## config.mk

```make
export PLATFORM = sky130hd
export DESIGN_NAME = lmw_decoder
export DESIGN_NICKNAME = d
export VERILOG_FILES = /design/src/rtl/lmw_pkg.sv /design/src/rtl/lmw_cfg_regs.sv /design/src/rtl/lmw_region_decode.sv /design/src/rtl/lmw_route.sv /design/src/rtl/lmw_decoder.sv
export SDC_FILE = /design/constraint.sdc
export NUM_CORES = 1
export LEC_CHECK = 0
export BUFFER_PORTS_ARGS = -buffer_cell sky130_fd_sc_hd__buf_2
export CAP_MARGIN = 15
export CORE_ASPECT_RATIO = 0.9
export CORE_MARGIN = 1
export CORE_UTILIZATION = 40
export DETAILED_ROUTE_END_ITERATION = 10
export PLACE_DENSITY_LB_ADDON = 0.08
export SYNTH_ARGS = -nofsm -noshare
export SYNTH_HDL_FRONTEND = slang
export SYNTH_SLANG_ARGS = --single-unit
```

## constraint.sdc

```tcl
create_clock -name clk -period 7.4 [get_ports clk]
set_input_delay 0.37 -clock clk [delete_from_list [all_inputs] [get_ports clk]]
set_output_delay 0.37 -clock clk [all_outputs]
set_load 0.005 [all_outputs]
```

## src/rtl/lmw_pkg.sv

```systemverilog
package lmw_pkg;

    typedef enum logic [1:0] {
        ROUTE_NONE = 2'd0,
        ROUTE_RAM  = 2'd1,
        ROUTE_PCI  = 2'd2
    } route_e;

    typedef enum logic [1:0] {
        WIN_OUTSIDE = 2'd0,
        WIN_SMRAM   = 2'd1,
        WIN_SHADOW  = 2'd2
    } win_kind_e;

    localparam int NUM_REGIONS   = 13;
    localparam int NUM_ATTR      = 7;
    localparam int REGION_W      = $clog2(NUM_REGIONS);
    localparam int ATTR_IDX_W    = $clog2(NUM_ATTR);

    localparam logic [7:0] OFF_RAMSIZE = 8'h57;
    localparam logic [7:0] OFF_ATTR0   = 8'h59;
    localparam logic [7:0] OFF_SMRAM   = 8'h72;
    localparam logic [7:0] SMRAM_RESET = 8'h02;
    localparam int SMRAM_OPEN_BIT      = 6;
    localparam int SMRAM_EN_BIT        = 3;

    localparam logic [31:0] SMRAM_LO   = 32'h000A_0000;
    localparam logic [31:0] SMRAM_HI   = 32'h000C_0000;
    localparam logic [31:0] SEG_LO     = 32'h000C_0000;
    localparam logic [31:0] BIOS_LO    = 32'h000F_0000;
    localparam logic [31:0] LEGACY_TOP = 32'h0010_0000;
    localparam int SEG_SHIFT           = 14;

    typedef struct packed {
        win_kind_e             kind;
        logic [REGION_W-1:0]   region;
    } win_t;

    typedef struct packed {
        logic       valid;
        logic       write;
        logic       smm;
        win_t       win;
    } acc_t;

    // ceil(region/2): which attribute byte drives a region
    function automatic logic [ATTR_IDX_W-1:0] attr_index(input logic [REGION_W-1:0] r);
        logic [REGION_W:0] t;
        t = {1'b0, r} + 1'b1;
        return ATTR_IDX_W'(t >> 1);
    endfunction

    // odd regions use the low nibble, region 0 and even regions the high one
    function automatic logic [3:0] pick_nibble(input logic [7:0] b,
                                               input logic [REGION_W-1:0] r);
        return r[0] ? b[3:0] : b[7:4];
    endfunction

    function automatic logic [7:0] size_units(input logic [15:0] mib);
        logic [12:0] u;
        u = mib[15:3];
        return (u > 13'd255) ? 8'hFF : u[7:0];
    endfunction

endpackage

```

## src/rtl/lmw_cfg_regs.sv

```systemverilog
module lmw_cfg_regs
    import lmw_pkg::*;
#(
    parameter int CFG_AW = 6
) (
    input  logic                clk,
    input  logic                rst,
    input  logic                cfg_we,
    input  logic [CFG_AW-1:0]   cfg_addr,
    input  logic [3:0]          cfg_be,
    input  logic [31:0]         cfg_wdata,
    output logic [31:0]         cfg_rdata,
    input  logic [15:0]         ram_mib,
    output logic [8*NUM_ATTR-1:0] attr_flat,
    output logic [7:0]          smram_byte
);
    localparam int OFF_W = CFG_AW + 2;

    logic [7:0] attr_q [NUM_ATTR];
    logic [7:0] smram_q;

    always_ff @(posedge clk) begin
        if (rst) begin
            for (int a = 0; a < NUM_ATTR; a++) attr_q[a] <= 8'h00;
            smram_q <= SMRAM_RESET;
        end else if (cfg_we) begin
            for (int k = 0; k < 4; k++) begin
                if (cfg_be[k]) begin
                    for (int a = 0; a < NUM_ATTR; a++) begin
                        if ({cfg_addr, 2'(k)} == OFF_W'(OFF_ATTR0) + OFF_W'(a))
                            attr_q[a] <= cfg_wdata[8*k +: 8];
                    end
                    if ({cfg_addr, 2'(k)} == OFF_W'(OFF_SMRAM))
                        smram_q <= cfg_wdata[8*k +: 8];
                end
            end
        end
    end

    always_comb begin
        cfg_rdata = '0;
        for (int k = 0; k < 4; k++) begin
            for (int a = 0; a < NUM_ATTR; a++) begin
                if ({cfg_addr, 2'(k)} == OFF_W'(OFF_ATTR0) + OFF_W'(a))
                    cfg_rdata[8*k +: 8] = attr_q[a];
            end
            if ({cfg_addr, 2'(k)} == OFF_W'(OFF_SMRAM))
                cfg_rdata[8*k +: 8] = smram_q;
            if ({cfg_addr, 2'(k)} == OFF_W'(OFF_RAMSIZE))
                cfg_rdata[8*k +: 8] = size_units(ram_mib);
        end
    end

    generate
        for (genvar g = 0; g < NUM_ATTR; g++) begin : g_flat
            assign attr_flat[8*g +: 8] = attr_q[g];
        end
    endgenerate

    assign smram_byte = smram_q;

endmodule

```

## src/rtl/lmw_region_decode.sv

```systemverilog
module lmw_region_decode
    import lmw_pkg::*;
(
    input  logic [31:0] addr,
    output win_t        win
);
    logic [31:0] seg_off;

    always_comb begin
        seg_off    = addr - SEG_LO;
        win.kind   = WIN_OUTSIDE;
        win.region = '0;
        if (addr >= SMRAM_LO && addr < SMRAM_HI) begin
            win.kind = WIN_SMRAM;
        end else if (addr >= SEG_LO && addr < BIOS_LO) begin
            win.kind   = WIN_SHADOW;
            win.region = REGION_W'(seg_off[31:SEG_SHIFT]) + 1'b1;
        end else if (addr >= BIOS_LO && addr < LEGACY_TOP) begin
            win.kind   = WIN_SHADOW;
            win.region = '0;
        end
    end

endmodule

```

## src/rtl/lmw_route.sv

```systemverilog
module lmw_route
    import lmw_pkg::*;
(
    input  logic                  clk,
    input  logic                  rst,
    input  acc_t                  acc,
    input  logic [8*NUM_ATTR-1:0] attr_flat,
    input  logic [7:0]            smram_byte,
    output route_e                route_q
);
    logic [3:0] nib;
    logic [7:0] sel_byte;
    route_e     route_d;

    always_comb begin
        sel_byte = attr_flat[8*attr_index(acc.win.region) +: 8];
        nib      = pick_nibble(sel_byte, acc.win.region);
        route_d  = ROUTE_NONE;
        if (acc.valid) begin
            unique case (acc.win.kind)
                WIN_SHADOW: begin
                    if (acc.write) route_d = nib[1] ? ROUTE_RAM : ROUTE_PCI;
                    else           route_d = nib[0] ? ROUTE_RAM : ROUTE_PCI;
                end
                WIN_SMRAM: begin
                    if (acc.smm && smram_byte[SMRAM_EN_BIT]) route_d = ROUTE_RAM;
                    else if (smram_byte[SMRAM_OPEN_BIT])     route_d = ROUTE_RAM;
                    else                                     route_d = ROUTE_PCI;
                end
                default: route_d = ROUTE_NONE;
            endcase
        end
    end

    always_ff @(posedge clk) begin
        if (rst) route_q <= ROUTE_NONE;
        else     route_q <= route_d;
    end

endmodule

```

## src/rtl/lmw_decoder.sv

```systemverilog
module lmw_decoder
    import lmw_pkg::*;
#(
    parameter int CFG_AW = 6
) (
    input  logic              clk,
    input  logic              rst,
    input  logic              cfg_we,
    input  logic [CFG_AW-1:0] cfg_addr,
    input  logic [3:0]        cfg_be,
    input  logic [31:0]       cfg_wdata,
    output logic [31:0]       cfg_rdata,
    input  logic [15:0]       ram_mib,
    input  logic              acc_valid,
    input  logic [31:0]       acc_addr,
    input  logic              acc_write,
    input  logic              acc_smm,
    output logic [1:0]        route
);
    logic [8*NUM_ATTR-1:0] attr_flat;
    logic [7:0]            smram_byte;
    win_t                  win;
    acc_t                  acc;
    route_e                route_q;

    lmw_cfg_regs #(.CFG_AW(CFG_AW)) u_regs (
        .clk(clk), .rst(rst), .cfg_we(cfg_we), .cfg_addr(cfg_addr),
        .cfg_be(cfg_be), .cfg_wdata(cfg_wdata), .cfg_rdata(cfg_rdata),
        .ram_mib(ram_mib), .attr_flat(attr_flat), .smram_byte(smram_byte)
    );

    lmw_region_decode u_dec (.addr(acc_addr), .win(win));

    always_comb begin
        acc.valid = acc_valid;
        acc.write = acc_write;
        acc.smm   = acc_smm;
        acc.win   = win;
    end

    lmw_route u_route (
        .clk(clk), .rst(rst), .acc(acc), .attr_flat(attr_flat),
        .smram_byte(smram_byte), .route_q(route_q)
    );

    assign route = route_q;

endmodule

```

==> Word level (Yosys, flattened, before mapping) <==
Memories as Yosys holds them, arrays and structs flattened.
Cells that the tools add are included.
{ "word_totals": {"ramBits": 56, "inputBits": 96, "mem_count": 1, "word_cells": 94, "register_bits": 10} }
{ "classes": {"reduce_logical": 6, "bitwise_logic": 8, "eq_ne": 6, "addsub": 3, "n_mux": 60, "n_shift": 1, "magnitude_cmp": 7} }
{ "mem_list": {"columns": ["name", "words", "word_bits", "rd", "rd_clocked_by_memory_dff", "wr", "line", "rtl"], "rows": [
  ["u_regs.attr_q", 7, 8, 7, 0, 7, "lmw_cfg_regs.sv:19", "logic [7:0] attr_q [NUM_ATTR];"]
]} }
{ "ops": {"columns": ["cell", "count"], "rows": [
  ["8-bit two-way mux", 17],
  ["32-bit by 20-bit greater-or-equal comparator with 1-bit output (second input constant)", 3],
  ["32-bit by 20-bit less-than comparator with 1-bit output (second input constant)", 2],
  ["56-bit by 7-bit indexed part select with 6-bit output", 1],
  ["32-bit by 21-bit less-than comparator with 1-bit output (second input constant)", 1],
  ["1-bit two-way mux", 32],
  ["6-bit by 5-bit == test with 1-bit output (second input constant)", 4],
  ["18-bit by 1-bit subtractor with 18-bit output (second input constant)", 1],
  ["2-bit two-way mux", 7],
  ["13-bit by 8-bit greater-than comparator with 1-bit output (second input constant)", 1],
  ["6-bit two-way mux", 2],
  ["4-bit by 1-bit adder with 4-bit output (second input constant)", 2],
  ["1-bit bitwise OR", 7],
  ["1-bit logical AND", 4],
  ["4-bit two-way mux", 1],
  ["2-bit one-hot mux with 2 select lines", 1],
  ["3-bit AND reduction", 1],
  ["2-bit by 1-bit == test with 1-bit output (second input constant)", 1],
  ["2-bit == test (second input constant)", 1],
  ["2-bit OR reduction", 1],
  ["1-bit NOT", 1]
]} }

==> Depth between registers and ports, before layout <==
{ "depth": {"ltp_word": 11, "depth_mapped": 12, "mapped_depth_nobuf": 10} }

==> Cells and area by module <==
A second synthesis with hierarchy kept.
{ "hier_totals": {"hier_cells": 325, "hier_area_um2": 3818.7} }
{ "by_module_without_submodules": {"columns": ["module", "cells_each", "area_per_inst_um2", "seq_area_each_um2", "instances"], "rows": [
  ["lmw_cfg_regs", 253, 3205.6, 1841.8, 1],
  ["lmw_route", 47, 436.7, 40.0, 1],
  ["lmw_region_decode", 25, 176.4, 0.0, 1]
]} }

==> Worst setup path after synthesis <==
OpenSTA, ideal clock, no wires.
{ "synth_path": {"path_kind": "in2reg", "from": "input acc_addr[14]", "to": "register u_route.route_q[1]", "slack_ps": 4785, "arrival_ps": 2500, "path_stages": 12, "required_ps": 7285, "cell_sequence": "buf_4 -> inv_1 -> ha_1 -> buf_2 -> and2b_2 -> a21oi_1 -> or3_1 -> o2111a_1 -> o41ai_1 -> a22o_1 -> nor4_2 -> o21ba_1"} }
{ "synth_via": {"elab_chain_len": 10, "word_cells_on_any_way": 24, "classes_between": "3 x add/sub; 6 x order compare; 2 x eq/ne; 1 x shift; 9 x mux; 3 x reduce/logical"} }
{ "synth_lines": {"columns": ["item", "line", "rtl"], "rows": [
  ["from (decl)", "lmw_decoder.sv:15", "input logic [31:0] acc_addr,"],
  ["18-bit by 1-bit subtractor with 18-bit output (tied with other cells)", "lmw_region_decode.sv:10", "seg_off = addr - SEG_LO;"],
  ["4-bit by 1-bit adder with 4-bit output / 1-bit logical AND (equally long branches)", "lmw_region_decode.sv:17, lmw_region_decode.sv:15", null],
  ["6-bit two-way mux", "lmw_region_decode.sv:15", "end else if (addr >= SEG_LO && addr < BIOS_LO) begin"],
  ["4-bit two-way mux", "lmw_region_decode.sv:13", "if (addr >= SMRAM_LO && addr < SMRAM_HI) begin"],
  ["4-bit by 1-bit adder with 4-bit output", "lmw_pkg.sv:49", "t = {1'b0, r} + 1'b1;"],
  ["56-bit by 7-bit indexed part select with 6-bit output", "lmw_route.sv:16", "sel_byte = attr_flat[8*attr_index(acc.win.region) +: 8];"],
  ["2-bit two-way mux", "lmw_pkg.sv:56", "return r[0] ? b[3:0] : b[7:4];"],
  ["2-bit two-way mux (on tied branches)", "lmw_route.sv:23, lmw_route.sv:22", null],
  ["2-bit two-way mux", "lmw_route.sv:22", "if (acc.write) route_d = nib[1] ? ROUTE_RAM : ROUTE_PCI;"],
  ["2-bit one-hot mux with 2 select lines (*)", "lmw_route.sv:20", "unique case (acc.win.kind)"],
  ["to (signal assigned)", "lmw_route.sv:37", "else route_q <= route_d;"],
  ["to (decl)", "lmw_route.sv:9", "output route_e route_q"]
]} }
Mark *: on every way between the ends. The rest lies on a longest branch, timed or not.
A chain may end at the register's enable or synchronous reset.

==> Worst setup path in the final report <==
Ends and elaborated chain as after synthesis.

==> impl_metrics.py <==
metrics = {
    "outcome": {
        "status": "complete, no violations",
    },
    "timing": {
        "rsz0062_at_grt": "false",
        "finalMaxSlewViolations": 0,
        "relSlewSlack_pct": 31.26,
        "setup_viol": 0,
        "tns_ns": 0,
        "tightest_slew_ns": 1.024,
        "final.min_clock_period_ns": 2.981,
        "skew_ns": 0.005901,
        "min_period_over_period_pct": 40.29,
        "final-hold-violation-count": 0,
        "fmax_mhz": 335.4,
    },
    "detailed_routing": {
        "viasPerCell": 5.281,
        "routed_wl_um": 9716,
        "drtAntennaViolNets": 0,
        "dr.pass1.iters": 4,
        "drt_iter0_markers": 108,
        "vias": 3200,
        "detail_route.wl_per_cell_um": 16.03,
        "drc_errors": 0,
    },
    "power": {
        "cellLeakagePower_uw": 0.002073,
        "peakVddDrop_uv": 77.02,
        "powerDensity_nw_per_um2": 178.0,
    },
    "logic_synthesis": {
        "synthFlopType": "edfxtp_1",
        "synth_warnings": 0,
        "yosys-top-cells-area": "edfxtp_1 44%, mux2i_1 6.3%, and3_1 5.9%",
        "synth_cell_types": 61,
        "ys_ff_latch": 66,
        "synth.largest_area_cell": "edfxtp_1",
        "syn_area_sq_um": 3800,
        "synth_nets": 470,
        "synthArstFlopShare_pct": 0,
        "ys_seq_area_share_pct": 49.52,
        "avgSynthCellArea_sq_um": 10.21,
        "netlist.area_leader.share_pct": 44.25,
        "syn_inst": 372,
        "synth_edf_count": 56,
    },
    "clocking": {
        "cts-resized-gates": 0,
        "clk_latency_ns": 0.33,
        "hold_buffers": 0,
        "cts-buffers-inserted": 9,
        "clock-root-buffer": "clkbuf_8",
        "cts_max_level": 3,
        "cts_tree": "built",
        "clkTransAtPathRegs_ns": 0.07,
        "cts_buffer_depth": 2,
        "cts_sinks": 66,
        "postCtsSetupBuffers": 0,
    },
    "worst_hold_path": {
        "hp-start": "cfg_wdata[18]",
        "hold_path_class": "in2reg",
        "min_path_cells": 3,
    },
    "place": {
        "dp_hpwl_um": 7049,
        "place_congestion": 0.8856,
        "placed_cells": 590,
        "port_buffers": 112,
    },
    "setup_path": {
        "worst_setup_path_start_kind": "input pin",
        "cp_max_fo": 11,
        "critical_path_arrival_ns": 3.21,
        "crit_start": "acc_addr[14]",
        "reg2reg_from": "u_regs.attr_q[5][5]",
        "crit_required_ns": 7.63,
        "crit_type": "in2reg",
        "r2r_cells": 8,
        "endpoint_kind": "flop",
    },
    "flow_run": {
        "max_cap_violations": 0,
    },
    "global_routing": {
        "grt_overflow": 0,
        "grt_pass1_wl_um": 15040,
        "grt_pass1_vias": 3034,
        "grtUsageTotal_pct": 19.89,
        "antenna_found_initial": 0,
        "grt_max_degree": 37,
    },
    "cells_and_area": {
        "layout-drive-gt1-share_pct": 29.34,
        "diodes": 0,
        "regArea_sq_um": 1882,
        "finalNetCount": 577,
        "syn_to_final_growth_pct": 21.50,
        "fill_cells": 935,
        "multi_input_area_sq_um": 1802,
        "fin_cells": 606,
    },
    "die": {
        "ios": 130,
        "dieArea_sq_um": 9894,
        "placementRows": 33,
        "fp.dieH_um": 94.47,
        "start_util_pct": 41.46,
        "core_sq_um": 9166,
        "die_w_um": 104.7,
    },
}
[cell usage after synthesis (4+ instances only)]
master,n
o22a_1,8
edfxtp_1,56
nor2b_1,20
nand3b_1,4
nor2_1,25
dfxtp_1,10
inv_1,5
nor3_1,5
mux2i_1,24
and2_1,16
and3_1,36
nand2_1,46
o21ai_0,13
a21o_1,4
clkbuf_1,13
nand3_1,11
a21oi_1,16
nand2b_1,4
[where the power goes]
part	leakage (uW)	total (uW)	internal, uW	switching [uW]
clock	0.0000918	288	154	134
combinational	0.00137	105	46.3	58.5
sequential	0.000614	429	421	8.52
[sequential cells by signal, summed over array words and instances, names as in the netlist]
signal,count
u_route.route_q,2
u_regs.smram_byte,8
u_regs.attr_q,56
[worst paths after layout]
| path | endpoint | slack (ns) |
|---|---|---|
| min reg2reg | u_regs.smram_byte[5] | 0.46 |
| max reg2reg | u_route.route_q[1] | 5.27 |
| min | u_regs.smram_byte[2] | 0.29 |
| max | u_route.route_q[1] | 4.42 |
[per-stage QoR]
| step | setup slack [ns] | instance area (sq um) | hold WS [ns] | power [uW] | utilization, % |
|---|---|---|---|---|---|
| after global placement | 4.057 | 4438 | 0.4418 | 541.3 | 48.42 |
| final | 4.419 | 4617 | 0.2876 | 821.8 | 50.37 |
| after detailed placement | 4.072 | 4438 | 0.4483 | 542.6 | 48.42 |
| after floorplan | 4.785 | 3800 | 0.4366 | 498.9 | - |
| after CTS | 4.423 | 4617 | 0.2774 | 827.6 | 50.37 |
| after global routing | 4.230 | 4617 | 0.2813 | 858.3 | 50.37 |
[cells in the final DEF, fill, tap and decap left out, types with 3 or more instances in the layout]
cell | synthesis | routed
buf_4 | 1 | 3
o22a_1 | 8 | 8
nand3b_1 | 4 | 4
nor2b_1 | 20 | 20
mux2_2 | 3 | 3
clkbuf_1 | 13 | 3
nand2b_1 | 4 | 4
a21oi_1 | 16 | 16
nand2_1 | 46 | 46
nor2_1 | 25 | 25
mux2i_1 | 24 | 24
clkbuf_8 | 2 | 9
edfxtp_1 | 56 | 56
inv_1 | 5 | 5
dfxtp_1 | 10 | 10
buf_2 | 2 | 112
nand3_1 | 11 | 11
and3_1 | 36 | 36
nor3_1 | 5 | 5
a21o_1 | 4 | 4
and2_1 | 16 | 16
o21ai_0 | 13 | 13
[cells by family (layout without fill, tap and decap cells)]
family	after synthesis	after routing	share of synthesized area, %
muxes	27	27	7.211
buffers and inverters	24	136	3.062
and+or+nand+nor	187	187	27.20
AOI/OAI and AO/OA	63	63	11.66
DFF	66	66	49.52
xor gates and xnor gates	3	3	0.6916
adders and majority gates	2	2	0.6584
[cell type report]
| cell class | instances | share of cell area [%] |
|---|---|---|
| Timing Repair Buffer | 115 | 12.63 |
| Clock buffer | 12 | 2.927 |
| Multi-Input combinational cell | 282 | 39.02 |
| Inverter | 5 | 0.4065 |
| Clock inverter | 4 | 0.9485 |
| Tap cell | 122 | 3.306 |
| Sequential cell | 66 | 40.76 |
[critical path, cell delays in order]
cell and delay, ns:
buf_2 0.17, ha_1 0.25, xnor2_1 0.82, nor3_2 0.16, or3_1 0.42, o2111a_1 0.14, o41ai_1 0.40, a22o_1 0.25
nor4_2 0.05, o21ba_1 0.18
[per-layer routing]
layer  track usage (%)  share of wire, %  up-vias
li1                  -                 -     1588
met1             25.59                47     1495
met2             33.72                47      105
met3             3.658               5.1       12
met4             7.277               1.3        0
met5                 0                 0        -
Note: power is estimated with default switching activity, not from simulation.
